## src/rtl/rxf_pkg.sv

```systemverilog
package rxf_pkg;
  localparam int WORD_W        = 16;
  localparam int ADDR_BITS     = 48;
  localparam int ADDR_BYTES    = ADDR_BITS / 8;
  localparam int WORDS_PER_ENT = 3;
  localparam int CTRL_RX_BIT   = 1;
  localparam int CTRL_PROM_BIT = 5;
  localparam int CTRL_HASH_BIT = 8;
  localparam int CTRL_OFS      = 'h00;
  localparam int ENTRY_BASE    = 'h10;
  localparam int ENTRY_STRIDE  = 8;
  localparam logic [31:0] CRC_POLY = 32'h04C1_1DB7;
endpackage

```

## src/rtl/rxf_cfg_regs.sv

```systemverilog
module rxf_cfg_regs
  import rxf_pkg::*;
#(
  parameter int NUM_ENTRIES = 4,
  parameter int HASH_WORDS  = 4,
  parameter int AW          = 8
) (
  input  logic                                  clk,
  input  logic                                  rst_n,
  input  logic                                  wr_en,
  input  logic [AW-1:0]                         wr_addr,
  input  logic [WORD_W-1:0]                     wr_data,
  output logic [WORD_W-1:0]                     ctrl_o,
  output logic [NUM_ENTRIES-1:0][ADDR_BITS-1:0] entry_o,
  output logic [HASH_WORDS-1:0][WORD_W-1:0]     hash_o
);
  localparam int NWORDS    = NUM_ENTRIES * WORDS_PER_ENT;
  localparam int HASH_BASE = ENTRY_BASE + ENTRY_STRIDE * NUM_ENTRIES;

  logic [WORD_W-1:0]             ctrl_q, ctrl_d;
  logic [NWORDS-1:0][WORD_W-1:0] word_q, word_d;
  logic [HASH_WORDS-1:0][WORD_W-1:0] hash_q, hash_d;

  always_comb begin
    ctrl_d = ctrl_q;
    word_d = word_q;
    hash_d = hash_q;
    if (wr_addr == AW'(CTRL_OFS)) ctrl_d = wr_data;
    for (int i = 0; i < HASH_WORDS; i++)
      if (wr_addr == AW'(HASH_BASE + 2 * i)) hash_d[i] = wr_data;
    for (int k = 0; k < NUM_ENTRIES; k++)
      for (int w = 0; w < WORDS_PER_ENT; w++)
        if (wr_addr == AW'(ENTRY_BASE + ENTRY_STRIDE * k + 2 * w))
          word_d[k*WORDS_PER_ENT+w] = wr_data;
  end

  always_ff @(posedge clk or negedge rst_n) begin
    if (!rst_n) begin
      ctrl_q <= '0;
      word_q <= '0;
      hash_q <= '0;
    end else if (wr_en) begin
      ctrl_q <= ctrl_d;
      word_q <= word_d;
      hash_q <= hash_d;
    end
  end

  genvar k;
  generate
    for (k = 0; k < NUM_ENTRIES; k++) begin : g_ent
      // low word carries the first two address bytes, first byte in bits 7:0
      assign entry_o[k] = {word_q[k*3][7:0],   word_q[k*3][15:8],
                           word_q[k*3+1][7:0], word_q[k*3+1][15:8],
                           word_q[k*3+2][7:0], word_q[k*3+2][15:8]};
    end
  endgenerate

  assign ctrl_o = ctrl_q;
  assign hash_o = hash_q;
endmodule

```

## src/rtl/rxf_crc_hash.sv

```systemverilog
module rxf_crc_hash
  import rxf_pkg::*;
#(
  parameter int HASH_BITS = 6
) (
  input  logic [ADDR_BITS-1:0] addr,
  output logic [HASH_BITS-1:0] hash
);
  logic [31:0] crc;
  logic        fb;

  always_comb begin
    crc = '1;
    fb  = 1'b0;
    for (int b = 0; b < ADDR_BYTES; b++) begin
      for (int i = 0; i < 8; i++) begin
        fb  = crc[31] ^ addr[ADDR_BITS-8-8*b+i];
        crc = {crc[30:0], 1'b0} ^ (fb ? CRC_POLY : 32'h0);
      end
    end
  end

  assign hash = crc[31 -: HASH_BITS];
endmodule

```

## src/rtl/rxf_exact_match.sv

```systemverilog
module rxf_exact_match
  import rxf_pkg::*;
#(
  parameter int NUM_ENTRIES = 4,
  parameter int IDX_W       = 2
) (
  input  logic [NUM_ENTRIES-1:0][ADDR_BITS-1:0] entry,
  input  logic [ADDR_BITS-1:0]                  addr,
  output logic                                  hit,
  output logic [IDX_W-1:0]                      idx
);
  logic [NUM_ENTRIES-1:0] eq;

  genvar k;
  generate
    for (k = 0; k < NUM_ENTRIES; k++) begin : g_cmp
      assign eq[k] = (entry[k] != '0) && (entry[k] == addr);
    end
  endgenerate

  always_comb begin
    idx = '0;
    for (int j = NUM_ENTRIES - 1; j >= 0; j--)
      if (eq[j]) idx = IDX_W'(j);
  end

  assign hit = |eq;
endmodule

```

## src/rtl/rxf_addr_filter.sv

```systemverilog
module rxf_addr_filter
  import rxf_pkg::*;
#(
  parameter int NUM_ENTRIES = 4,
  parameter int HASH_BITS   = 6,
  parameter int AW          = 8,
  localparam int IDX_W      = (NUM_ENTRIES > 1) ? $clog2(NUM_ENTRIES) : 1,
  localparam int ST_W       = 4 + IDX_W
) (
  input  logic                 clk,
  input  logic                 rst_n,
  input  logic                 cfg_wr_en,
  input  logic [AW-1:0]        cfg_wr_addr,
  input  logic [WORD_W-1:0]    cfg_wr_data,
  input  logic                 frame_valid,
  input  logic [ADDR_BITS-1:0] frame_dest,
  output logic                 res_valid,
  output logic                 res_accept,
  output logic [ST_W-1:0]      res_status
);
  localparam int HASH_WORDS = (2 ** HASH_BITS) / WORD_W;
  localparam int SEL_W      = HASH_BITS - 4;

  logic rst_meta, rst_sync;
  always_ff @(posedge clk or negedge rst_n) begin
    if (!rst_n) begin
      rst_meta <= 1'b0;
      rst_sync <= 1'b0;
    end else begin
      rst_meta <= 1'b1;
      rst_sync <= rst_meta;
    end
  end

  logic [WORD_W-1:0]                     cfg_ctrl;
  logic [NUM_ENTRIES-1:0][ADDR_BITS-1:0] cfg_entry;
  logic [HASH_WORDS-1:0][WORD_W-1:0]     cfg_hash;

  rxf_cfg_regs #(.NUM_ENTRIES(NUM_ENTRIES), .HASH_WORDS(HASH_WORDS), .AW(AW)) u_regs (
    .clk(clk), .rst_n(rst_sync), .wr_en(cfg_wr_en), .wr_addr(cfg_wr_addr),
    .wr_data(cfg_wr_data), .ctrl_o(cfg_ctrl), .entry_o(cfg_entry), .hash_o(cfg_hash)
  );

  logic [HASH_BITS-1:0] hval;
  rxf_crc_hash #(.HASH_BITS(HASH_BITS)) u_crc (.addr(frame_dest), .hash(hval));

  logic             ex_hit;
  logic [IDX_W-1:0] ex_idx;
  rxf_exact_match #(.NUM_ENTRIES(NUM_ENTRIES), .IDX_W(IDX_W)) u_match (
    .entry(cfg_entry), .addr(frame_dest), .hit(ex_hit), .idx(ex_idx)
  );

  logic            is_bcast, is_mcast, tab_bit, hash_hit, accept_d;
  logic [SEL_W-1:0] word_sel;
  logic [3:0]       bit_sel;
  logic [ST_W-1:0]  status_d;

  always_comb begin
    is_bcast = &frame_dest;
    is_mcast = frame_dest[ADDR_BITS-8] & ~is_bcast;
    word_sel = hval[HASH_BITS-1:4];
    bit_sel  = hval[3:0];
    tab_bit  = cfg_hash[word_sel][bit_sel];
    hash_hit = cfg_ctrl[CTRL_HASH_BIT] & is_mcast & tab_bit & ~ex_hit;
    accept_d = cfg_ctrl[CTRL_RX_BIT] &
               (cfg_ctrl[CTRL_PROM_BIT] | is_bcast | ex_hit | hash_hit);
    status_d = {is_bcast, is_mcast, hash_hit, ex_hit, ex_idx};
  end

  logic            valid_q, accept_q;
  logic [ST_W-1:0] status_q;

  always_ff @(posedge clk or negedge rst_sync) begin
    if (!rst_sync) begin
      valid_q  <= 1'b0;
      accept_q <= 1'b0;
      status_q <= '0;
    end else begin
      valid_q <= frame_valid;
      if (frame_valid) begin
        accept_q <= accept_d;
        status_q <= status_d;
      end
    end
  end

  assign res_valid  = valid_q;
  assign res_accept = accept_q;
  assign res_status = status_q;
endmodule

```

## config.mk

```make
export PLATFORM = sky130hd
export DESIGN_NAME = rxf_addr_filter
export DESIGN_NICKNAME = d
export VERILOG_FILES = /design/src/rtl/rxf_pkg.sv /design/src/rtl/rxf_cfg_regs.sv /design/src/rtl/rxf_crc_hash.sv /design/src/rtl/rxf_exact_match.sv /design/src/rtl/rxf_addr_filter.sv
export SDC_FILE = /design/constraint.sdc
export NUM_CORES = 1
export LEC_CHECK = 0
export BUFFER_PORTS_ARGS = -buffer_cell sky130_fd_sc_hd__buf_2
export CAP_MARGIN = 20
export CELL_PAD_IN_SITES_DETAIL_PLACEMENT = 1
export CELL_PAD_IN_SITES_GLOBAL_PLACEMENT = 1
export CORE_ASPECT_RATIO = 0.7
export CORE_MARGIN = 2
export CORE_UTILIZATION = 56
export DETAILED_ROUTE_END_ITERATION = 7
export MAX_ROUTING_LAYER = met4
export PLACE_DENSITY = 0.84
export SLEW_MARGIN = 20
export SYNTH_ARGS = -nofsm -noshare
export SYNTH_HDL_FRONTEND = slang
export SYNTH_HIERARCHICAL = 1
export SYNTH_SLANG_ARGS = --single-unit
```

## constraint.sdc

```tcl
create_clock -name clk -period 18.6 [get_ports clk]
set_clock_uncertainty 0.15 [all_clocks]
set_input_delay 3.72 -clock clk [delete_from_list [all_inputs] [get_ports clk]]
set_output_delay 3.72 -clock clk [all_outputs]
set_load 0.02 [all_outputs]
```

Word level (Yosys, flattened, before mapping)
Cells that the tools add are included.
{"block": "op_classes", "mux": 56, "n_eq_ne": 20, "n_lt_le_gt_ge": 2, "bitwise_logic": 105, "n_reduce_logical": 28}
{"operator": "32-bit XOR", "n": 47}
{"operator": "27-bit two-way mux", "n": 48}
{"operator": "48-bit == test", "n": 4}
{"operator": "48-bit nonzero test", "n": 4}
{"operator": "8-bit by 6-bit == test with 1-bit output, second input constant", "n": 10}
{"operator": "8-bit by 5-bit == test with 1-bit output, second input constant", "n": 6}
{"operator": "48-bit AND reduction", "n": 1}
{"operator": "1-bit XOR", "n": 47}
{"operator": "2-bit AND reduction", "n": 17}
{"operator": "16-bit binary-select mux with 2-bit select", "n": 1}
{"operator": "31-bit inverter", "n": 1}
{"operator": "16-bit two-way mux", "n": 1}
{"operator": "8-bit logical NOT", "n": 1}
{"operator": "2-bit two-way mux", "n": 4}
{"operator": "1-bit AND", "n": 5}
{"operator": "4-bit by 5-bit < comparator with 1-bit output, second input constant", "n": 1}
{"operator": "1-bit binary-select mux with 4-bit select", "n": 1}
{"operator": "1-bit logical AND", "n": 4}
{"operator": "4-bit OR reduction", "n": 1}
{"operator": "2-bit by 3-bit < comparator with 1-bit output, second input constant", "n": 1}
{"operator": "1-bit OR", "n": 3}
{"operator": "1-bit inverter", "n": 2}
{"operator": "1-bit two-way mux", "n": 1}
{"block": "word_totals", "ff_bits": 275, "wordCells": 233}

Longest topological paths before layout
Gate-level depths: netlist (run 1).
{"block": "depth", "depth_word": 151, "depth_mapped": 16}

By module
Netlist (run 1), hierarchy kept.
{"mod": "rxf_cfg_regs", "area_per_inst_um2": 10406.2, "cells_each": 608, "n_inst": 1}
{"mod": "rxf_exact_match", "area_per_inst_um2": 2563.7, "cells_each": 326, "n_inst": 1}
{"mod": "rxf_crc_hash", "area_per_inst_um2": 2239.6, "cells_each": 193, "n_inst": 1}
{"mod": "rxf_addr_filter", "area_per_inst_um2": 1056.0, "cells_each": 104, "n_inst": 1}

Worst setup path before layout (run 1)
Ideal clock, no wire load.
{"block": "synth_timing", "kind": "input to register", "startpoint": "input frame_dest[43]", "endpoint": "register status_q[3], in the netlist res_status[3]", "cell_stages": 14, "t_required_ps": 18330, "setup_ps": 120, "setup_slack_ps": 10573, "arrival_ps": 7757, "n_path_buf": 1, "cell_sequence": "buf_6 xor3_2 xnor2_2 xor3_2 xnor2_4 xnor3_1 xnor2_1 xnor3_1 mux4_2 nor2b_1 a211o_1 a311oi_1 a21oi_1 a31o_2"}
{"block": "synth_between", "elab_chain_cells": 65, "elab_cells_between_ends": 131}
{"item": "start: declaration", "line": "rxf_addr_filter.sv:16", "source": "input logic [ADDR_BITS-1:0] frame_dest,"}
{"item": "1-bit XOR *", "line": "rxf_crc_hash.sv:17", "source": "fb = crc[31] ^ addr[ADDR_BITS-8-8*b+i];"}
{"item": "27-bit two-way mux *", "line": "rxf_crc_hash.sv:18", "source": "crc = {crc[30:0], 1'b0} ^ (fb ? CRC_POLY : 32'h0);"}
{"item": "32-bit XOR * (6 in series)", "line": "rxf_crc_hash.sv:18"}
{"item": "1-bit XOR or 32-bit XOR (tied branches)", "line": "rxf_crc_hash.sv:17, rxf_crc_hash.sv:18"}
{"item": "27-bit two-way mux or 32-bit XOR (tied branches)", "line": "rxf_crc_hash.sv:18"}
{"item": "32-bit XOR * (6 in series)", "line": "rxf_crc_hash.sv:18"}
{"item": "1-bit XOR or 32-bit XOR (tied branches)", "line": "rxf_crc_hash.sv:17, rxf_crc_hash.sv:18"}
{"item": "27-bit two-way mux or 32-bit XOR (tied branches)", "line": "rxf_crc_hash.sv:18"}
{"item": "[... 31 more ...]"}
{"item": "27-bit two-way mux or 32-bit XOR (tied branches)", "line": "rxf_crc_hash.sv:18"}
{"item": "32-bit XOR * (9 in series)", "line": "rxf_crc_hash.sv:18"}
{"item": "named net hval[4]", "line": "rxf_addr_filter.sv:44", "source": "logic [HASH_BITS-1:0] hval;"}
{"item": "16-bit binary-select mux with 2-bit select *", "line": "rxf_addr_filter.sv:63", "source": "tab_bit = cfg_hash[word_sel][bit_sel];"}
{"item": "16-bit two-way mux (not written as such) *", "line": "rxf_addr_filter.sv:63"}
{"item": "1-bit binary-select mux with 4-bit select *", "line": "rxf_addr_filter.sv:63"}
{"item": "1-bit two-way mux (not written as such) *", "line": "rxf_addr_filter.sv:63"}
{"item": "1-bit AND * (2 in series)", "line": "rxf_addr_filter.sv:64", "source": "hash_hit = cfg_ctrl[CTRL_HASH_BIT] & is_mcast & tab_bit & ~ex_hit;"}
{"item": "end signal: assignment", "line": "rxf_addr_filter.sv:82", "source": "status_q <= status_d;"}
{"item": "end: declaration", "line": "rxf_addr_filter.sv:71", "source": "logic [ST_W-1:0] status_q;"}
The timed path passes the listed nets; every way through them passes the cells marked *. The select of a mux whose other input is x is not followed.
A chain may end at the register's enable or synchronous reset.

Worst setup path in the final report (run 1)
{"block": "layout_timing", "startpoint": "input frame_dest[43]", "endpoint": "register accept_q, in the netlist res_accept"}
{"block": "layout_between", "elab_chain_cells": 67, "elab_cells_between_ends": 135}
{"item": "1-bit XOR *", "line": "rxf_crc_hash.sv:17"}
{"item": "27-bit two-way mux *", "line": "rxf_crc_hash.sv:18"}
{"item": "32-bit XOR * (6 in series)", "line": "rxf_crc_hash.sv:18"}
{"item": "1-bit XOR or 32-bit XOR (tied branches)", "line": "rxf_crc_hash.sv:17, rxf_crc_hash.sv:18"}
{"item": "27-bit two-way mux or 32-bit XOR (tied branches)", "line": "rxf_crc_hash.sv:18"}
{"item": "32-bit XOR * (6 in series)", "line": "rxf_crc_hash.sv:18"}
{"item": "1-bit XOR or 32-bit XOR (tied branches)", "line": "rxf_crc_hash.sv:17, rxf_crc_hash.sv:18"}
{"item": "27-bit two-way mux or 32-bit XOR (tied branches)", "line": "rxf_crc_hash.sv:18"}
{"item": "[... 41 more ...]"}
{"item": "named net hval[4]", "line": "rxf_addr_filter.sv:44"}
{"item": "16-bit binary-select mux with 2-bit select *", "line": "rxf_addr_filter.sv:63"}
{"item": "16-bit two-way mux (not written as such) *", "line": "rxf_addr_filter.sv:63"}
{"item": "1-bit binary-select mux with 4-bit select *", "line": "rxf_addr_filter.sv:63"}
{"item": "1-bit two-way mux (not written as such) *", "line": "rxf_addr_filter.sv:63"}
{"item": "1-bit AND * (2 in series)", "line": "rxf_addr_filter.sv:64"}
{"item": "1-bit OR *", "line": "rxf_addr_filter.sv:66", "source": "(cfg_ctrl[CTRL_PROM_BIT] | is_bcast | ex_hit | hash_hit);"}
{"item": "1-bit AND *", "line": "rxf_addr_filter.sv:65", "source": "accept_d = cfg_ctrl[CTRL_RX_BIT] &"}
{"item": "end signal: assignment", "line": "rxf_addr_filter.sv:81", "source": "accept_q <= accept_d;"}
{"item": "end: declaration", "line": "rxf_addr_filter.sv:70", "source": "logic valid_q, accept_q;"}
Marked as above.

==> reports/qor.csv, run 1 <==
stage,metric,value,unit
timing,Max-slew headroom,21.94,%
timing,Worst-Margin Slew,1168,ps
die,Die H,144.5,µm
setup_path,Critical R2R Capture,res_accept,
status,status,"finished, final reports clean",
setup_path,Worst EP arrival,9150,ps
setup_path,CP top delay family,XOR/XNOR gates,
timing,Final period util,47.53,%
setup_path,CP max stage delay,960,ps
detailed_routing,DRC violations left,0,
timing,Post-Route Setup TNS,0,ps
die,die footprint,29580,µm²
clock_network,hold_buf cts,0,
clock_network,CTS resizes,0,
run,maxcap violations,0,
timing,final-report setup violation count,0,
die,std cell rows,51,
yosys,synth warn,6,
setup_path,Critical R2R Launch,u_regs/entry_o[16],
die,# IOs,84,
detailed_routing,First DRT Iteration DRCs,1335,
grt,Overflow after GRT,0,
setup_path,critical path capture point type,flip-flop,
placed_design,Final GP Congestion,0.9882,
layout,number of inserted diodes,0,
layout,# nets final,1344,
setup_path,Slowest cell on crit path,xnor3_1,
detailed_routing,post-route ant nets,0,
yosys,syn avg cell area,13.11,µm²
placed_design,Port Buffers,83,
die,die width,204.7,µm
setup_path,worst endpoint required time,18910,ps
clock_network,clk_lat worst skew,580,ps
clock_network,CTS sink count,269,
timing,RSZ-0062 raised after global routing,false,
yosys,syn nets,1281,
setup_path,maximum fanout along the worst path,14,
detailed_routing,Avg WL per Cell,34.58,µm
layout,share of layout cells above drive strength 1,35.12,%
yosys,Mapped Area,15790,µm²
timing,final hold vios,0,
grt,pin count of the biggest net entering global routing,84,
clock_network,Clock Tree Root,clkbuf_16,
grt,first-pass GRT wire length,81880,µm
die,Core Region,27760,µm²
clock_network,CTS Buffer Depth,3,
timing,"Slew Viols, Final",0,
layout,Filler cells,2714,
clock_network,setup bufs post-CTS,0,
layout,Layout area overhead,9.736,%
placed_design,post-DP HPWL,38320,µm
layout,Multi-input gate area,8741,µm²
timing,final hold slack,87.72,ps
timing,worst setup margin,9760,ps
detailed_routing,drt pass-1 iters,5,
die,Initial Util,56.90,%
clock_network,CTS tree,done,
setup_path,type of origin of the critical path,input pin,
setup_path,CP cell instances,buf_2 > xor3_2 > xnor2_2 > xor3_2 > xnor2_4 > xnor3_1 > xnor2_1 > xnor3_1 > mux4_2 > nor2b_1 > a211o_1 > a311oi_1 > a21oi_1 > a41o_1,
setup_path,Crit Path Class,input pin to flip-flop,
clock_network,H-tree depth,1,
setup_path,worst path bufs/invs,1,
timing,fin crit period,8840,ps
detailed_routing,detailed-route via count,11350,
setup_path,r2r worst-path depth,8,
worst_hold_path,worst min path class,flip-flop to asynchronous set/reset pin,
grt,antenna violations before repair,0,
yosys,Post-Syn Instances,1205,
placed_design,dpl ws,9291,ps
detailed_routing,Avg Vias per Cell,6.843,
grt,vias in the first global route,11870,
clock_network,"CTS clk-pin slew, worst paths",70,ps
clock_network,cts bufs inserted,27,
setup_path,reg2reg setup slack,15630,ps
timing,FMAX,113.1,MHz
detailed_routing,total wire length,57340,µm
grt,gr usage total,40.39,%
layout,register area,6735,µm²
==> per-stage QoR <==
step	area (µm²)	utilization, %	cells
3_3_place_gp	16400	59.09	1609
3_5_place_dp	16400	59.09	1609
4_1_cts	17300	62.33	1657
5_1_grt	17330	62.44	1658
6_report	17330	62.44	1658
2_1_floorplan	15790	-	1205
==> worst reg2reg max path, cell delays in order, from the launching register on <==
cell,delay (ps)
dfrtp_1,440
xor2_1,170
nor4_1,520
nand4_1,170
nor4_1,650
nor2_1,110
nand2_1,170
and3b_1,230
a41o_1,240
==> state kept, by name, indices dropped and copies added (netlist names) <==
| register | count |
|---|---|
| res_accept | 1 |
| u_regs/hash_o | 64 |
| rst_sync | 1 |
| u_regs/ctrl_o | 3 |
| u_regs/entry_o | 192 |
| rst_meta | 1 |
| res_status | 6 |
| res_valid | 1 |
==> cell usage in the layout, fill, tap and decap left out, drive strengths merged, types with 8 or more instances in the layout <==
cell type,instances
nand3,15
xnor3,33
nand4,38
xnor2,104
nor4,103
nor2b,10
clkbuf,36
nor3,9
mux2,276
xor2,229
dfrtp,269
mux4,8
buf,89
==> final cells by class <==
cell class,instances,share of cell area [%]
Clock buffer,36,4.267
Clock inverter,12,0.9241
Inverter,2,0.04332
Multi-Input combinational cell,879,50.43
Sequential cell,269,38.86
Tap cell,371,2.678
Timing Repair Buffer,89,2.794
==> routing by layer <==
layer / vias to the layer above / track usage, % / part of all wire (%)
met3: 253 / 9.396 / 11
met2: 765 / 57.66 / 43
met5: - / - / 0
met4: 0 / 18.88 / 5.6
met1: 5848 / 54.65 / 41
li1: 4479 / - / -
==> how the worst max path moves through the flow <==
| stage | endpoint | depth (start not counted) | startpoint |
|---|---|---|---|
| floorplan | res_accept | 0 | rst_sync |
| detailed placement | res_accept | 14 | frame_dest[43] |
| CTS | res_accept | 14 | frame_dest[43] |
| finish | res_accept | 14 | frame_dest[43] |
| global route | res_accept | 14 | frame_dest[43] |
| global placement | res_status[3] | 14 | frame_dest[43] |
Power of run 1 is not shown: default switching activity piles up to over one toggle a cycle in this logic, so the estimate is an artifact.
==> inputs of run 2 (changes only) <==
--- a/config.mk
+++ b/config.mk
@@ -11,10 +11,10 @@
 export CELL_PAD_IN_SITES_GLOBAL_PLACEMENT = 1
 export CORE_ASPECT_RATIO = 0.7
 export CORE_MARGIN = 2
-export CORE_UTILIZATION = 56
+export CORE_UTILIZATION = 47
 export DETAILED_ROUTE_END_ITERATION = 7
 export MAX_ROUTING_LAYER = met4
-export PLACE_DENSITY = 0.84
+export PLACE_DENSITY = 0.74
 export SLEW_MARGIN = 20
 export SYNTH_ARGS = -nofsm -noshare
 export SYNTH_HDL_FRONTEND = slang
==> constraint.sdc (replaced) <==
create_clock -name clk -period 7.2 [get_ports clk]
set_clock_uncertainty 0.15 [all_clocks]
set_input_delay 1.44 -clock clk [delete_from_list [all_inputs] [get_ports clk]]
set_output_delay 1.44 -clock clk [all_outputs]
set_load 0.02 [all_outputs]
==> run 2 against run 1 <==
Against the previous run: via count down 3.2%; largest cell class unchanged; global-route usage down 6.7 points; cell area up 2.2%.
==> reports/qor.csv, run 2 (same netlist as run 1, synthesis figures left out) <==
stage,metric,value,unit
clock_network,hold_buf cts,0,
detailed_routing,total wire length,56760,µm
setup_path,worst endpoint required time,7510,ps
pwr,net switching power,4107,µW
clock_network,H-tree depth,1,
grt,met1 usage,45.64,%
grt,antenna violations before repair,1,
grt,met2 usage in global routing,49.78,%
die,Core Region,33280,µm²
grt,first-pass GRT wire length,81720,µm
setup_path,r2r worst-path depth,9,
clock_network,cts bufs inserted,29,
worst_hold_path,hold_sp,rst_meta,
timing,Max-slew headroom,35.00,%
pwr,worst vdd ir,0.001268,V
grt,met3 Resource Use GR,8.139,%
clock_network,CTS tree,done,
detailed_routing,drt pass-1 iters,5,
grt,GR peak layer,met2,
clock_network,CTS resizes,0,
die,Initial Util,47.45,%
pwr,Int Power,5005,µW
setup_path,type of origin of the critical path,input pin,
setup_path,Worst EP arrival,6430,ps
detailed_routing,First DRT Iteration DRCs,1254,
detailed_routing,DRC violations left,0,
timing,Final period util,85.05,%
status,status,"finished, final reports clean",
clock_network,CTS sink count,269,
pwr,Comb pwr share,62.9,%
layout,"commonest non-fill, non-tap cells in the layout","mux2_2 (276), dfrtp_1 (268), xor2_1 (227)",
setup_path,Crit Path Class,input pin to flip-flop,
clock_network,setup bufs post-CTS,0,
placed_design,post-DP HPWL,38890,µm
layout,# nets final,1362,
detailed_routing,post-route ant nets,0,
layout,Filler cells,3313,
clock_network,clk_lat worst skew,590,ps
pwr,PwrDens,514.4,nW/µm²
timing,final-report setup violation count,0,
die,die width,223.1,µm
timing,FMAX,163.3,MHz
die,Die H,157.4,µm
setup_path,Critical R2R Launch,u_regs/entry_o[80],
placed_design,Final GP Congestion,0.9495,
clock_network,"CTS clk-pin slew, worst paths",60,ps
setup_path,maximum fanout along the worst path,14,
timing,final hold vios,0,
detailed_routing,detailed-route via count,10980,
grt,vias in the first global route,11450,
die,std cell rows,56,
timing,final hold slack,213.5,ps
detailed_routing,Avg WL per Cell,32.52,µm
layout,utilization after layout,53.23,%
layout,number of flip-flops in the largest register,192,
setup_path,critical path capture point type,flip-flop,
die,die footprint,35110,µm²
placed_design,placed instance count,1690,
layout,"commonest non-fill, non-tap cell in the layout",mux2_2,
worst_hold_path,WHS Path Cells,0,
grt,pin count of the biggest net entering global routing,139,
clock_network,Clock Tree Root,clkbuf_16,
layout,Layout area overhead,12.17,%
pwr,Clock Power Share,18.9,%
grt,gr usage total,33.70,%
timing,"Slew Viols, Final",0,
worst_hold_path,worst min path class,flip-flop to flip-flop,
setup_path,Critical path origin,frame_dest[42],
pwr,Leak,0.008816,µW
pwr,Flop pwr share,18.3,%
timing,Worst-Margin Slew,975.1,ps
setup_path,reg2reg setup slack,4100,ps
grt,Overflow after GRT,0,
run,maxcap violations,0,
detailed_routing,Avg Vias per Cell,6.292,
layout,share of layout cells above drive strength 1,36.67,%
timing,RSZ-0062 raised after global routing,false,
layout,Finished Layout Cells,1745,
die,# IOs,84,
clock_network,CTS Buffer Depth,3,
placed_design,Port Buffers,83,
timing,Post-Route Setup TNS,0,ps
timing,fin crit period,6124,ps
pwr,Sw Share,45.07,%
run 2: cell types whose count changed in the layout (fill, tap and decap cells not counted), sizes merged:
cell	before	now
buf	89	105
clkinvlp	1	3
clkbuf	36	30
bufinv	3	8
inv	4	5
clkinv	6	10
diode	0	1
run 2: critical path: stages:
cell and delay [ps]:
buf_2 430, xnor3_1 520, xor2_1 490, xnor3_1 360
xnor2_1 270, xnor3_1 320, xnor2_1 280, xnor3_1 650
buf_4 260, nand2b_1 250, o22ai_1 350, nor3_1 140
a311oi_1 290, a21oi_1 100, a31o_2 240
run 2: stage by stage:
| stage | setup slack (ps) | power [µW] | cell area [µm²] |
|---|---|---|---|
| 6_report | 1076 | 9112 | 17720 |
| 5_1_grt | 871.0 | 9246 | 17720 |
| 4_1_cts | 1146 | 8966 | 17710 |
| 3_5_place_dp | 586.6 | 7241 | 16630 |
| 3_3_place_gp | 646.6 | 7245 | 16620 |
| 2_1_floorplan | 1453 | 6357 | 15800 |
run 2: worst paths after layout:
check                                      to
max reg2reg                     res_status[3]
max in group asynchronous   u_regs/hash_o[32]
min reg2reg                          rst_sync
min                                  rst_sync
max                             res_status[3]
min in group asynchronous  u_regs/entry_o[62]
run 2: power by group through the flow:
stage	Sequential, µW	Clock (µW)	Combinational (µW)
after global routing	1670	1790	5790
after floorplan	1680	0	4670
after global placement	1680	0	5560
after CTS	1660	1730	5570
after detailed placement	1690	0	5550
final	1660	1720	5730
run 2: layout make-up:
class	instances	area [µm²]	share of cell area, %
multi-input combinational	879	8746	49.37
timing repair buffer	105	593.1	3.348
clock inverter	24	357.8	2.020
tap	435	544.3	3.072
antenna	1	2.502	0.01413
sequential	269	6735	38.02
clock buffer	30	729.5	4.118
inverter	2	7.507	0.04238
run 2: per-layer routing:
metal	wire, µm	vias to the layer above
met5	0	-
met4	2297	0
met3	5161	133
met2	24320	551
met1	24980	5760
li1	-	4536
No activity file was read; power rests on OpenSTA's default activity.
